### config.mk
export PLATFORM = sky130hd
export DESIGN_NAME = prio_irq_ctrl
export DESIGN_NICKNAME = d
export VERILOG_FILES = /design/src/rtl/irq_pkg.sv /design/src/rtl/irq_vec_map.sv /design/src/rtl/irq_regs.sv /design/src/rtl/irq_arbiter.sv /design/src/rtl/prio_irq_ctrl.sv
export SDC_FILE = /design/constraint.sdc
export NUM_CORES = 1
export LEC_CHECK = 0
export BUFFER_PORTS_ARGS = -buffer_cell sky130_fd_sc_hd__buf_2
export CAP_MARGIN = 20
export CORE_MARGIN = 8
export CORE_UTILIZATION = 43
export CTS_BUF_LIST = sky130_fd_sc_hd__clkbuf_16
export CTS_CLUSTER_DIAMETER = 50
export CTS_CLUSTER_SIZE = 28
export DETAILED_ROUTE_END_ITERATION = 8
export HOLD_SLACK_MARGIN = 0.06
export SLEW_MARGIN = 20
export SYNTH_ARGS = -nofsm -noshare
export SYNTH_HDL_FRONTEND = slang
export SYNTH_SLANG_ARGS = --single-unit
### constraint.sdc
create_clock -name clk -period 91.2 [get_ports clk]
set_input_delay 0 -clock clk [delete_from_list [all_inputs] [get_ports clk]]
set_output_delay 0 -clock clk [all_outputs]
set_load 0.02 [all_outputs]
### src/rtl/irq_pkg.sv
package irq_pkg;
  localparam int VEC_W  = 8;
  localparam int CODE_W = 12;

  // Fixed source-to-vector number map; 0 marks a source without a vector.
  function automatic logic [VEC_W-1:0] vec_num(input int src);
    logic [VEC_W-1:0] v;
    v = '0;
    if (src == 0)                    v = 8'h12;
    else if (src == 1)               v = 8'h15;
    else if (src == 2)               v = 8'h18;
    else if (src == 3)               v = 8'h1B;
    else if (src >= 4  && src <= 7)  v = VEC_W'(8'h40 + src - 4);
    else if (src >= 12 && src <= 17) v = VEC_W'(8'h50 + src - 12);
    else if (src >= 18 && src <= 22) v = VEC_W'(8'h32 + src - 18);
    else if (src >= 32 && src <= 38) v = VEC_W'(8'h20 + src - 32);
    else if (src >= 39 && src <= 42) v = VEC_W'(8'h38 + src - 39);
    else if (src == 63)              v = 8'h2B;
    return v;
  endfunction
endpackage

### src/rtl/irq_vec_map.sv
module irq_vec_map
  import irq_pkg::*;
#(
  parameter int N_SRC = 64
) (
  output logic [N_SRC-1:0]        has_vec,
  output logic [N_SRC*CODE_W-1:0] code_flat
);
  for (genvar i = 0; i < N_SRC; i++) begin : g_src
    logic [VEC_W-1:0] vn;
    logic [VEC_W+4:0] scaled;
    assign vn         = vec_num(i);
    assign scaled     = {vn, 5'b0};
    assign has_vec[i] = (vn != '0);
    assign code_flat[i*CODE_W +: CODE_W] = scaled[CODE_W-1:0];
  end
endmodule

### src/rtl/irq_regs.sv
module irq_regs #(
  parameter int N_SRC  = 64,
  parameter int DATA_W = 32,
  parameter int PRIO_W = 4,
  parameter int ADDR_W = 8
) (
  input  logic                    clk,
  input  logic                    rst,
  input  logic [ADDR_W-1:0]       bus_addr,
  input  logic [DATA_W-1:0]       bus_wdata,
  input  logic                    bus_we,
  output logic [DATA_W-1:0]       bus_rdata,
  input  logic [N_SRC-1:0]        src_in,
  input  logic [N_SRC-1:0]        pend,
  output logic [N_SRC-1:0]        en_q,
  output logic [N_SRC*PRIO_W-1:0] prio_flat,
  output logic                    ctrl_q
);
  localparam int BANKS     = N_SRC / DATA_W;
  localparam int FIELDS    = DATA_W / PRIO_W;
  localparam int PRIO_REGS = N_SRC / FIELDS;
  localparam int IW        = ADDR_W - 3;
  localparam int IDX_CSET  = 0;
  localparam int IDX_CCLR  = 1;
  localparam int IDX_PRIO  = 2;
  localparam int IDX_SRC   = IDX_PRIO + PRIO_REGS;
  localparam int IDX_REQ   = IDX_SRC + BANKS;
  localparam int IDX_ENS   = IDX_REQ + BANKS;
  localparam int IDX_DIS   = IDX_ENS + BANKS;

  logic [IW-1:0]     word_idx;
  logic              aligned;
  logic              wr;
  logic [DATA_W-1:0] prio_q [PRIO_REGS];
  logic [DATA_W-1:0] rd_next;

  assign word_idx = bus_addr[ADDR_W-1:3];
  assign aligned  = (bus_addr[2:0] == 3'b000);
  assign wr       = bus_we && aligned;

  // control bit: separate set and clear addresses
  always_ff @(posedge clk) begin
    if (rst) ctrl_q <= 1'b0;
    else if (wr && word_idx == IW'(IDX_CSET) && bus_wdata[0]) ctrl_q <= 1'b1;
    else if (wr && word_idx == IW'(IDX_CCLR) && bus_wdata[0]) ctrl_q <= 1'b0;
  end

  // enable banks: write-one-to-set / write-one-to-clear
  for (genvar b = 0; b < BANKS; b++) begin : g_bank
    always_ff @(posedge clk) begin
      if (rst) en_q[b*DATA_W +: DATA_W] <= '0;
      else if (wr && word_idx == IW'(IDX_ENS + b))
        en_q[b*DATA_W +: DATA_W] <= en_q[b*DATA_W +: DATA_W] | bus_wdata;
      else if (wr && word_idx == IW'(IDX_DIS + b))
        en_q[b*DATA_W +: DATA_W] <= en_q[b*DATA_W +: DATA_W] & ~bus_wdata;
    end
  end

  // packed priority words
  for (genvar k = 0; k < PRIO_REGS; k++) begin : g_prio
    always_ff @(posedge clk) begin
      if (rst) prio_q[k] <= '0;
      else if (wr && word_idx == IW'(IDX_PRIO + k)) prio_q[k] <= bus_wdata;
    end
    assign prio_flat[k*DATA_W +: DATA_W] = prio_q[k];
  end

  always_comb begin
    rd_next = '0;
    if (aligned) begin
      if (word_idx == IW'(IDX_CSET) || word_idx == IW'(IDX_CCLR))
        rd_next = {{(DATA_W-1){1'b0}}, ctrl_q};
      for (int k = 0; k < PRIO_REGS; k++)
        if (word_idx == IW'(IDX_PRIO + k)) rd_next = prio_q[k];
      for (int b = 0; b < BANKS; b++) begin
        if (word_idx == IW'(IDX_SRC + b)) rd_next = src_in[b*DATA_W +: DATA_W];
        if (word_idx == IW'(IDX_REQ + b)) rd_next = pend[b*DATA_W +: DATA_W];
        if (word_idx == IW'(IDX_ENS + b) || word_idx == IW'(IDX_DIS + b))
          rd_next = en_q[b*DATA_W +: DATA_W];
      end
    end
  end

  always_ff @(posedge clk) begin
    if (rst) bus_rdata <= '0;
    else     bus_rdata <= rd_next;
  end

  // bits written to the low set word are on afterwards
  a_r2_set_takes: assert property (@(posedge clk) disable iff (rst)
    (wr && word_idx == IW'(IDX_ENS)) |=>
      ((en_q[DATA_W-1:0] & $past(bus_wdata)) == $past(bus_wdata)));

  // bits written to the low clear word are off afterwards
  a_r3_clear_takes: assert property (@(posedge clk) disable iff (rst)
    (wr && word_idx == IW'(IDX_DIS)) |=>
      ((en_q[DATA_W-1:0] & $past(bus_wdata)) == '0));

  // control set address raises the line-mode bit
  a_r5_ctrl_set: assert property (@(posedge clk) disable iff (rst)
    (wr && word_idx == IW'(IDX_CSET) && bus_wdata[0]) |=> ctrl_q);
endmodule

### src/rtl/irq_arbiter.sv
module irq_arbiter
  import irq_pkg::*;
#(
  parameter int N_SRC  = 64,
  parameter int PRIO_W = 4
) (
  input  logic                    clk,
  input  logic                    rst,
  input  logic [N_SRC-1:0]        pend,
  input  logic [N_SRC*PRIO_W-1:0] prio_flat,
  input  logic [N_SRC*CODE_W-1:0] code_flat,
  input  logic [PRIO_W-1:0]       mask_lvl,
  output logic                    irq_out,
  output logic [PRIO_W-1:0]       irq_level,
  output logic [CODE_W-1:0]       irq_code
);
  logic [PRIO_W-1:0] best_p;
  logic [CODE_W-1:0] best_c;
  logic              found;

  // descending scan with >= : equal priority resolves to the lower index
  always_comb begin
    best_p = '0;
    best_c = '0;
    found  = 1'b0;
    for (int i = N_SRC - 1; i >= 0; i--) begin
      if (pend[i] && prio_flat[i*PRIO_W +: PRIO_W] >= best_p) begin
        best_p = prio_flat[i*PRIO_W +: PRIO_W];
        best_c = code_flat[i*CODE_W +: CODE_W];
        found  = 1'b1;
      end
    end
  end

  always_ff @(posedge clk) begin
    if (rst) begin
      irq_out   <= 1'b0;
      irq_level <= '0;
      irq_code  <= '0;
    end else begin
      irq_out   <= found && (best_p > mask_lvl);
      irq_level <= found ? best_p : '0;
      irq_code  <= found ? best_c : '0;
    end
  end

  // the line never rises at or below the mask level
  a_r9_above_mask: assert property (@(posedge clk) disable iff (rst)
    irq_out |-> (irq_level > $past(mask_lvl)));

  // no request pending leaves the outputs idle next cycle
  a_r9_idle: assert property (@(posedge clk) disable iff (rst)
    (pend == '0) |=> (!irq_out && irq_level == '0 && irq_code == '0));

  // an asserted line always carries a real vector code
  a_r10_code_nonzero: assert property (@(posedge clk) disable iff (rst)
    irq_out |-> (irq_code != '0));
endmodule

### src/rtl/prio_irq_ctrl.sv
module prio_irq_ctrl
  import irq_pkg::*;
#(
  parameter int N_SRC  = 64,
  parameter int DATA_W = 32,
  parameter int PRIO_W = 4,
  parameter int ADDR_W = 8
) (
  input  logic              clk,
  input  logic              rst,
  input  logic [ADDR_W-1:0] bus_addr,
  input  logic [DATA_W-1:0] bus_wdata,
  input  logic              bus_we,
  output logic [DATA_W-1:0] bus_rdata,
  input  logic [N_SRC-1:0]  src_in,
  input  logic [PRIO_W-1:0] mask_lvl,
  output logic              line_mode,
  output logic              irq_out,
  output logic [PRIO_W-1:0] irq_level,
  output logic [CODE_W-1:0] irq_code
);
  logic [N_SRC-1:0]        en_q;
  logic [N_SRC-1:0]        has_vec;
  logic [N_SRC-1:0]        prio_nz;
  logic [N_SRC-1:0]        pend;
  logic [N_SRC*PRIO_W-1:0] prio_flat;
  logic [N_SRC*CODE_W-1:0] code_flat;

  for (genvar i = 0; i < N_SRC; i++) begin : g_nz
    assign prio_nz[i] = |prio_flat[i*PRIO_W +: PRIO_W];
  end

  assign pend = src_in & en_q & prio_nz & has_vec;

  irq_vec_map #(.N_SRC(N_SRC)) u_map (
    .has_vec   (has_vec),
    .code_flat (code_flat)
  );

  irq_regs #(
    .N_SRC(N_SRC), .DATA_W(DATA_W), .PRIO_W(PRIO_W), .ADDR_W(ADDR_W)
  ) u_regs (
    .clk       (clk),
    .rst       (rst),
    .bus_addr  (bus_addr),
    .bus_wdata (bus_wdata),
    .bus_we    (bus_we),
    .bus_rdata (bus_rdata),
    .src_in    (src_in),
    .pend      (pend),
    .en_q      (en_q),
    .prio_flat (prio_flat),
    .ctrl_q    (line_mode)
  );

  irq_arbiter #(.N_SRC(N_SRC), .PRIO_W(PRIO_W)) u_arb (
    .clk       (clk),
    .rst       (rst),
    .pend      (pend),
    .prio_flat (prio_flat),
    .code_flat (code_flat),
    .mask_lvl  (mask_lvl),
    .irq_out   (irq_out),
    .irq_level (irq_level),
    .irq_code  (irq_code)
  );

  // a source with zero priority or no vector is never pending
  a_r7_gate: assert property (@(posedge clk) disable iff (rst)
    ((pend & ~(prio_nz & has_vec)) == '0));
endmodule

==> results of run 1 <==
==> power by group through the flow <==
stage	Clock (uW)	Sequential, uW	Combinational (uW)
after floorplan	0	190	15.5
after global placement	0	194	27.8
after detailed placement	0	194	28.1
after CTS	181	190	30.9
after global routing	187	191	33.5
final	179	191	31.7
==> cell usage after synthesis (45+ instances only) <==
cell type,number
ha_1,77
inv_1,97
nand3_1,45
clkbuf_1,124
and2_1,281
dfxtp_1,109
a221oi_1,75
o21ai_0,110
nand2b_1,45
edfxtp_1,256
nand2_1,223
a22oi_1,102
nor2_1,187
a21oi_1,87
a31oi_1,52
==> kinds of logic (layout without fill, tap and decap cells) <==
family	after synthesis	after routing
other cells	1	7
compound gates	666	666
flops	365	365
fa+ha+maj	93	93
mux	57	57
buf+inv	233	468
simple gates	941	941
==> final cells by class <==
cell class	instances	area, sq um	area share
multi-input combinational	1762	11600	0.442
sequential	365	9870	0.377
timing repair buffer	288	2020	0.0770
clock buffer	44	1100	0.0421
tap	680	851	0.0325
clock inverter	38	402	0.0153
inverter	98	368	0.0141
antenna	2	5.00	0.000191
==> tightest hold or removal path, delay by kind of cell <==
family | cells | cell delay (ns)
AO/OA/AOI/OAI | 3 | 0.47
buffers and inverters | 1 | 0.09
AND/OR/NAND/NOR | 1 | 0.04
==> worst paths after layout <==
path / startpoint / to / slack (ns)
worst min-delay path: src_in[49] / u_regs.bus_rdata[17] / 0.11
worst min register to register: register / register / 0.50
worst max register to register: u_regs.prio_q[1][124] / u_arb.irq_out / 38.23
worst max-delay path: u_regs.prio_q[1][124] / u_arb.irq_out / 38.23
==> cell usage in the layout, fill, tap and decap left out, types with 38 or more instances in the layout <==
cell type,synthesis,layout
ha_1,77,77
inv_1,97,102
o21ai_0,110,105
dlygate4sd3_1,0,97
nand2_1,223,222
a22o_1,38,38
buf_2,0,155
edfxtp_1,256,256
nand2b_1,45,45
a22oi_1,102,102
clkbuf_16,0,44
dfxtp_1,109,109
a221oi_1,75,75
a21oi_1,87,85
nor2_1,187,178
nand3_1,45,45
and2_1,281,281
a31oi_1,52,52
==> layer usage <==
metal,up-vias,part of all wire,wire length (um),GRT usage
li1,9194,-,-,-
met1,10200,0.40,36700,0.388
met2,1247,0.44,41100,0.475
met3,243,0.11,9810,0.0705
met4,2,0.057,5250,0.159
met5,-,0.00013,12,0
==> stage by stage <==
step	instances	utilization	power (uW)	cell area, sq um
finish	3277	0.512	401	26200
floorplan	2360	-	206	22200
global route	3276	0.512	412	26200
detailed placement	3096	0.464	222	23700
CTS	3275	0.512	402	26200
global placement	3096	0.464	221	23700
==> flow_metrics.py, run 1 <==
metrics = {
    "run_status": {
        "outcome": "completed",
    },
    "logic_synthesis": {
        "synth_cell_type_count": 101,
        "netlist_area_sq_um": 22100,
        "avgSynthCellArea_sq_um": 9.40,
        "synthMuxAreaShare": 0.0274,
        "ys_warn_count": 0,
        "yosys.area_share.adder": 0.0508,
        "yosysTopAreaCell": "edfxtp_1",
        "ys_ff_latch": 365,
        "syn_inst": 2356,
        "ys_top_cells_by_area": "edfxtp_1 (35%), dfxtp_1 (9.9%), and2_1 (7.9%)",
        "synth_compound_area_frac": 0.217,
        "synthSimpleGateAreaFrac": 0.218,
        "yosysSeqAreaShare": 0.446,
        "synth_top_cell_area_share": 0.347,
        "synth_ff_type": "edfxtp_1",
        "synth_top_family_by_area": "simple AND/OR/NAND/NOR gates",
        "async_flop_share": 0,
        "synth_xor_area_frac": 0,
        "synth-edff-count": 256,
    },
    "run": {
        "maxCapViolations": 0,
    },
    "critical_path": {
        "cp-start-kind": "register",
        "required_ns": 91.64,
        "ff2ff_path_depth": 228,
        "critPathCaptureType": "register",
        "cpPeakStageDelay_ns": 0.73,
        "path_depth": 228,
        "worstSetupPathType": "reg -> reg",
        "critPathSlowestCell": "o311ai_1",
        "cp_num_buf_inv": 7,
        "cp_max_fo": 12,
        "critPathTopFamily": "compound AO/OA/AOI/OAI gates",
        "crit_top_cell": "ha_1",
        "critPathArrivalTime_ns": 53.41,
    },
    "die": {
        "rows": 83,
        "io_pins": 161,
        "start_util": 0.433,
        "die-area_sq_um": 59000,
        "die_h_um": 243,
        "core_sq_um": 51100,
        "die_x_um": 243,
    },
    "timing": {
        "rsz0062_at_grt": "no",
        "max-slew-margin-rel": 0.226,
        "fin_crit_ns": 52.97,
        "fmax_mhz": 18.9,
        "worst_slack_ns": 38.23,
        "worst_pin_slew_ns": 1.16,
        "final_hold_viol_count": 0,
        "fin_tns_setup_ns": 0,
        "period_share": 0.581,
        "finalSetupViolCount": 0,
        "fin_skew_ns": 0.0476,
        "fin_hold_ws_ns": 0.110,
        "report.final.slew_viol_count": 0,
    },
    "global_route": {
        "grt_pass1_vias": 20300,
        "grt_start_max_net_pins": 41,
        "grt_pass1_wl_um": 135000,
        "grt_use_total": 0.304,
        "globalRouteOverflowTotal": 0,
        "antenna_found_initial": 3,
    },
    "power": {
        "p_leak_uw": 0.00979,
        "p_per_area_nw_per_um2": 15.3,
        "power_frac_seq": 0.475,
        "intPower_uw": 288,
        "p_switching_uw": 113,
        "p_comb_frac": 0.079,
        "swShare": 0.282,
        "peakVddDrop_v": 0.0000159,
        "clockPowerShare": 0.446,
    },
    "routing": {
        "wl_per_cell_um": 28.4,
        "vias_per_cell": 6.37,
        "wirelength_um": 92900,
        "vias": 20900,
        "first_pass_iters": 6,
        "drtIter0Drc": 2292,
        "drtAntennaViolNets": 0,
        "drc": 0,
    },
    "hold_path": {
        "holdPathStages": 5,
        "hold_path.class": "in -> reg",
    },
    "clock_tree": {
        "cts_root_buffer": "clkbuf_16",
        "htreeDepth": 2,
        "hold_buffers": 97,
        "cts_setup_buffers": 0,
        "cts_buffers": 44,
        "path_clk_slew_ns": 0.07,
        "clockBufferDepth": 3,
        "clock_sinks": 365,
        "cts_tree": "built",
        "worstSkewPairLatency_ns": 0.62,
        "ctsResizeCount": 0,
    },
    "cells_and_area": {
        "finalNetCount": 2747,
        "drive_gt1_frac": 0.142,
        "area_delta_synth_final_pct": 18.2,
        "fillers": 4763,
    },
    "placed_design": {
        "dpl.hpwl_um": 66600,
        "io_buffers": 155,
        "gp_congestion": 0.981,
        "dp_worst_setup_slack_ns": 39.70,
    },
}
Note: power is estimated with default switching activity, not from simulation.
==> inputs of run 2 (changes only) <==
--- a/config.mk
+++ b/config.mk
@@ -5,6 +5,7 @@
 export SDC_FILE = /design/constraint.sdc
 export NUM_CORES = 1
 export LEC_CHECK = 0
+export ABC_AREA = 1
 export BUFFER_PORTS_ARGS = -buffer_cell sky130_fd_sc_hd__buf_2
 export CAP_MARGIN = 20
 export CORE_MARGIN = 8
==> constraint.sdc (replaced) <==
create_clock -name clk -period 46 [get_ports clk]
set_input_delay 0 -clock clk [delete_from_list [all_inputs] [get_ports clk]]
set_output_delay 0 -clock clk [all_outputs]
set_load 0.02 [all_outputs]
==> run 2 against run 1 <==
Against the previous run:
- wire length fell by 13%
- highest routed layer unchanged
- clock skew is 0.019 ns lower
- area after synthesis shrank 4.0%
- non-clock buffer count increased by 18
- synthesized cell count is 13% higher
==> flow_metrics.py, run 2 <==
metrics = {
    "run_status": {
        "outcome": "completed",
    },
    "routing": {
        "drtAntennaViolNets": 0,
        "drc": 0,
        "wl_per_cell_um": 22.3,
        "wirelength_um": 81000,
        "drtIter0Drc": 2067,
        "first_pass_iters": 9,
        "vias": 20300,
        "vias_per_cell": 5.61,
    },
    "hold_path": {
        "hold_path.class": "in -> reg",
        "min_to": "u_regs.bus_rdata[6]",
        "hp-start": "src_in[6]",
        "holdPathStages": 5,
    },
    "clock_tree": {
        "path_clk_slew_ns": 0.07,
        "clock_sinks": 365,
        "worstSkewPairLatency_ns": 0.58,
        "cts_setup_buffers": 0,
        "cts_tree": "built",
        "clockBufferDepth": 3,
        "hold_buffers": 112,
        "htreeDepth": 2,
        "ctsResizeCount": 0,
        "cts_root_buffer": "clkbuf_16",
        "cts_buffers": 41,
    },
    "die": {
        "start_util": 0.435,
        "die_x_um": 238,
        "die-area_sq_um": 56800,
        "die_h_um": 238,
        "rows": 81,
        "io_pins": 161,
        "core_sq_um": 48800,
    },
    "timing": {
        "final_hold_viol_count": 0,
        "fmax_mhz": 27.2,
        "report.final.slew_viol_count": 0,
        "fin_crit_ns": 36.79,
        "fin_hold_ws_ns": 0.0822,
        "fin_tns_setup_ns": 0,
        "rsz0062_at_grt": "no",
        "worst_pin_slew_ns": 1.23,
        "max-slew-margin-rel": 0.177,
        "fin_skew_ns": 0.0288,
        "period_share": 0.800,
        "finalSetupViolCount": 0,
    },
    "power": {
        "p_leak_uw": 0.0112,
        "p_comb_frac": 0.090,
        "peakVddDrop_v": 0.0000298,
        "power_frac_seq": 0.471,
        "clockPowerShare": 0.439,
        "p_per_area_nw_per_um2": 31.0,
        "intPower_uw": 578,
        "swShare": 0.268,
        "p_switching_uw": 212,
    },
    "run": {
        "maxCapViolations": 0,
    },
    "logic_synthesis": {
        "synth_cell_type_count": 47,
        "netlist_area_sq_um": 21300,
        "ys_ff_latch": 365,
        "yosys-top-cells-count": "nand2_1 (570), nor2_1 (339), inv_1 (281)",
        "yosysSeqAreaShare": 0.464,
        "synth_top_cell_area_share": 0.362,
        "ys_warn_count": 0,
        "ys_top_cells_by_area": "edfxtp_1 (36%), dfxtp_1 (10%), nand2_1 (10%)",
        "yosysTopAreaCell": "edfxtp_1",
        "yosysMostFrequentCell": "nand2_1",
        "avgSynthCellArea_sq_um": 7.95,
        "synth-edff-count": 256,
        "async_flop_share": 0,
        "syn_inst": 2672,
        "synth_ff_type": "edfxtp_1",
    },
    "global_route": {
        "grt_pass1_vias": 19900,
        "grt_pass1_wl_um": 120000,
        "grt_use_total": 0.277,
        "grt_start_max_net_pins": 67,
        "globalRouteOverflowTotal": 0,
        "antenna_found_initial": 5,
    },
    "critical_path": {
        "cp-start-kind": "register",
        "critPathCaptureType": "register",
        "rrSetupSlack_ns": 9.21,
        "required_ns": 46.45,
        "cpPeakStageDelay_ns": 0.61,
        "critPathArrivalTime_ns": 37.24,
        "ff2ff_path_depth": 288,
        "cp_max_fo": 11,
        "worstSetupPathType": "reg -> reg",
        "reg2reg_to": "u_arb.irq_out",
        "r2r_start": "u_regs.prio_q[1][126]",
        "critPathSlowestCell": "dlygate4sd3_1",
        "crit_top_cell": "nand2_2",
    },
    "cells_and_area": {
        "fillers": 4705,
        "finalNetCount": 3118,
        "drive_gt1_frac": 0.161,
        "multiInputGateArea_sq_um": 9920,
        "area_delta_synth_final_pct": 19.9,
        "layout.cells.non_filler": 3628,
        "seqCellArea_sq_um": 9870,
        "layout_commonest_cell": "nand2_1",
        "fin_area_sq_um": 25500,
        "mostFrequentLayoutCells": "nand2_1 (569), nor2_1 (333), inv_1 (283)",
    },
    "placed_design": {
        "gp_congestion": 0.967,
        "io_buffers": 155,
        "dpl.hpwl_um": 59000,
        "placed_area_sq_um": 22900,
        "place.detailed.instances": 3438,
    },
}
-- run 2: cell count changes after synthesis, sizes merged, moves of 37 or more --
cell    delta
clkinv    +37
nand3    +177
a221oi    -50
inv      +190
nand2b    -45
a22o      -38
nand2    +477
and2     -280
nor2     +160
clkbuf    -39
a22oi    -100
o21ai    +122
-- run 2: cell families (layout without fill, tap and decap cells) --
| group | count (synthesis) | after routing | share of synthesized area |
|---|---|---|---|
| AND/OR/NAND/NOR | 1322 | 1322 | 0.283 |
| adder cells (fa/ha/maj) | 77 | 77 | 0.0453 |
| buffers and inverters | 420 | 707 | 0.0758 |
| flip-flops | 365 | 365 | 0.464 |
| other | 1 | 6 | 0.000176 |
| AO/OA/AOI/OAI | 487 | 487 | 0.131 |
-- run 2: per-layer routing --
| metal | track usage | part of all wire | vias up |
|---|---|---|---|
| met5 | 0 | 0.00063 | - |
| met1 | 0.359 | 0.41 | 9779 |
| met3 | 0.0480 | 0.085 | 170 |
| met2 | 0.460 | 0.47 | 903 |
| met4 | 0.108 | 0.038 | 8 |
| li1 | - | - | 9486 |
-- run 2: layout make-up --
type / instances / share of cell area
timing repair buffer: 306 / 0.0867
tap: 664 / 0.0326
clock buffer: 44 / 0.0432
clock inverter: 32 / 0.0128
inverter: 325 / 0.0480
antenna: 1 / 0.0000982
sequential: 365 / 0.387
multi-input combinational: 1891 / 0.389
-- run 2: worst max-delay path by stage --
stage                                startpoint  slack (ns)             to
final                     u_regs.prio_q[1][126]        9.21  u_arb.irq_out
after global routing      u_regs.prio_q[1][126]        5.22  u_arb.irq_out
after floorplan           u_regs.prio_q[1][126]       15.00  u_arb.irq_out
after CTS                 u_regs.prio_q[1][126]        9.42  u_arb.irq_out
after global placement    u_regs.prio_q[1][126]       11.65  u_arb.irq_out
after detailed placement  u_regs.prio_q[1][126]       10.46  u_arb.irq_out
-- run 2: critical path, delay by kind of cell, from the launching register on --
family | cells | cell delay, ns
simple gates | 180 | 15.11
compound gates | 55 | 9.27
fa+ha+maj | 31 | 9.12
buf+inv | 22 | 2.55
flops | 1 | 0.44
-- run 2: power by group through the flow --
| stage | Combinational [uW] | Clock [uW] | Sequential [uW] |
|---|---|---|---|
| final | 71.0 | 347 | 372 |
| after CTS | 69.4 | 349 | 372 |
| after global placement | 60.6 | 0 | 379 |
| after floorplan | 35.1 | 0 | 376 |
| after global routing | 76.8 | 361 | 373 |
| after detailed placement | 61.6 | 0 | 379 |
-- run 2: stage by stage --
step / total power (uW) / util / setup slack [ns]
2_1_floorplan: 411 / - / 15.00
3_3_place_gp: 439 / 0.469 / 11.65
3_5_place_dp: 441 / 0.469 / 10.46
4_1_cts: 790 / 0.521 / 9.42
5_1_grt: 811 / 0.522 / 5.22
6_report: 790 / 0.522 / 9.21
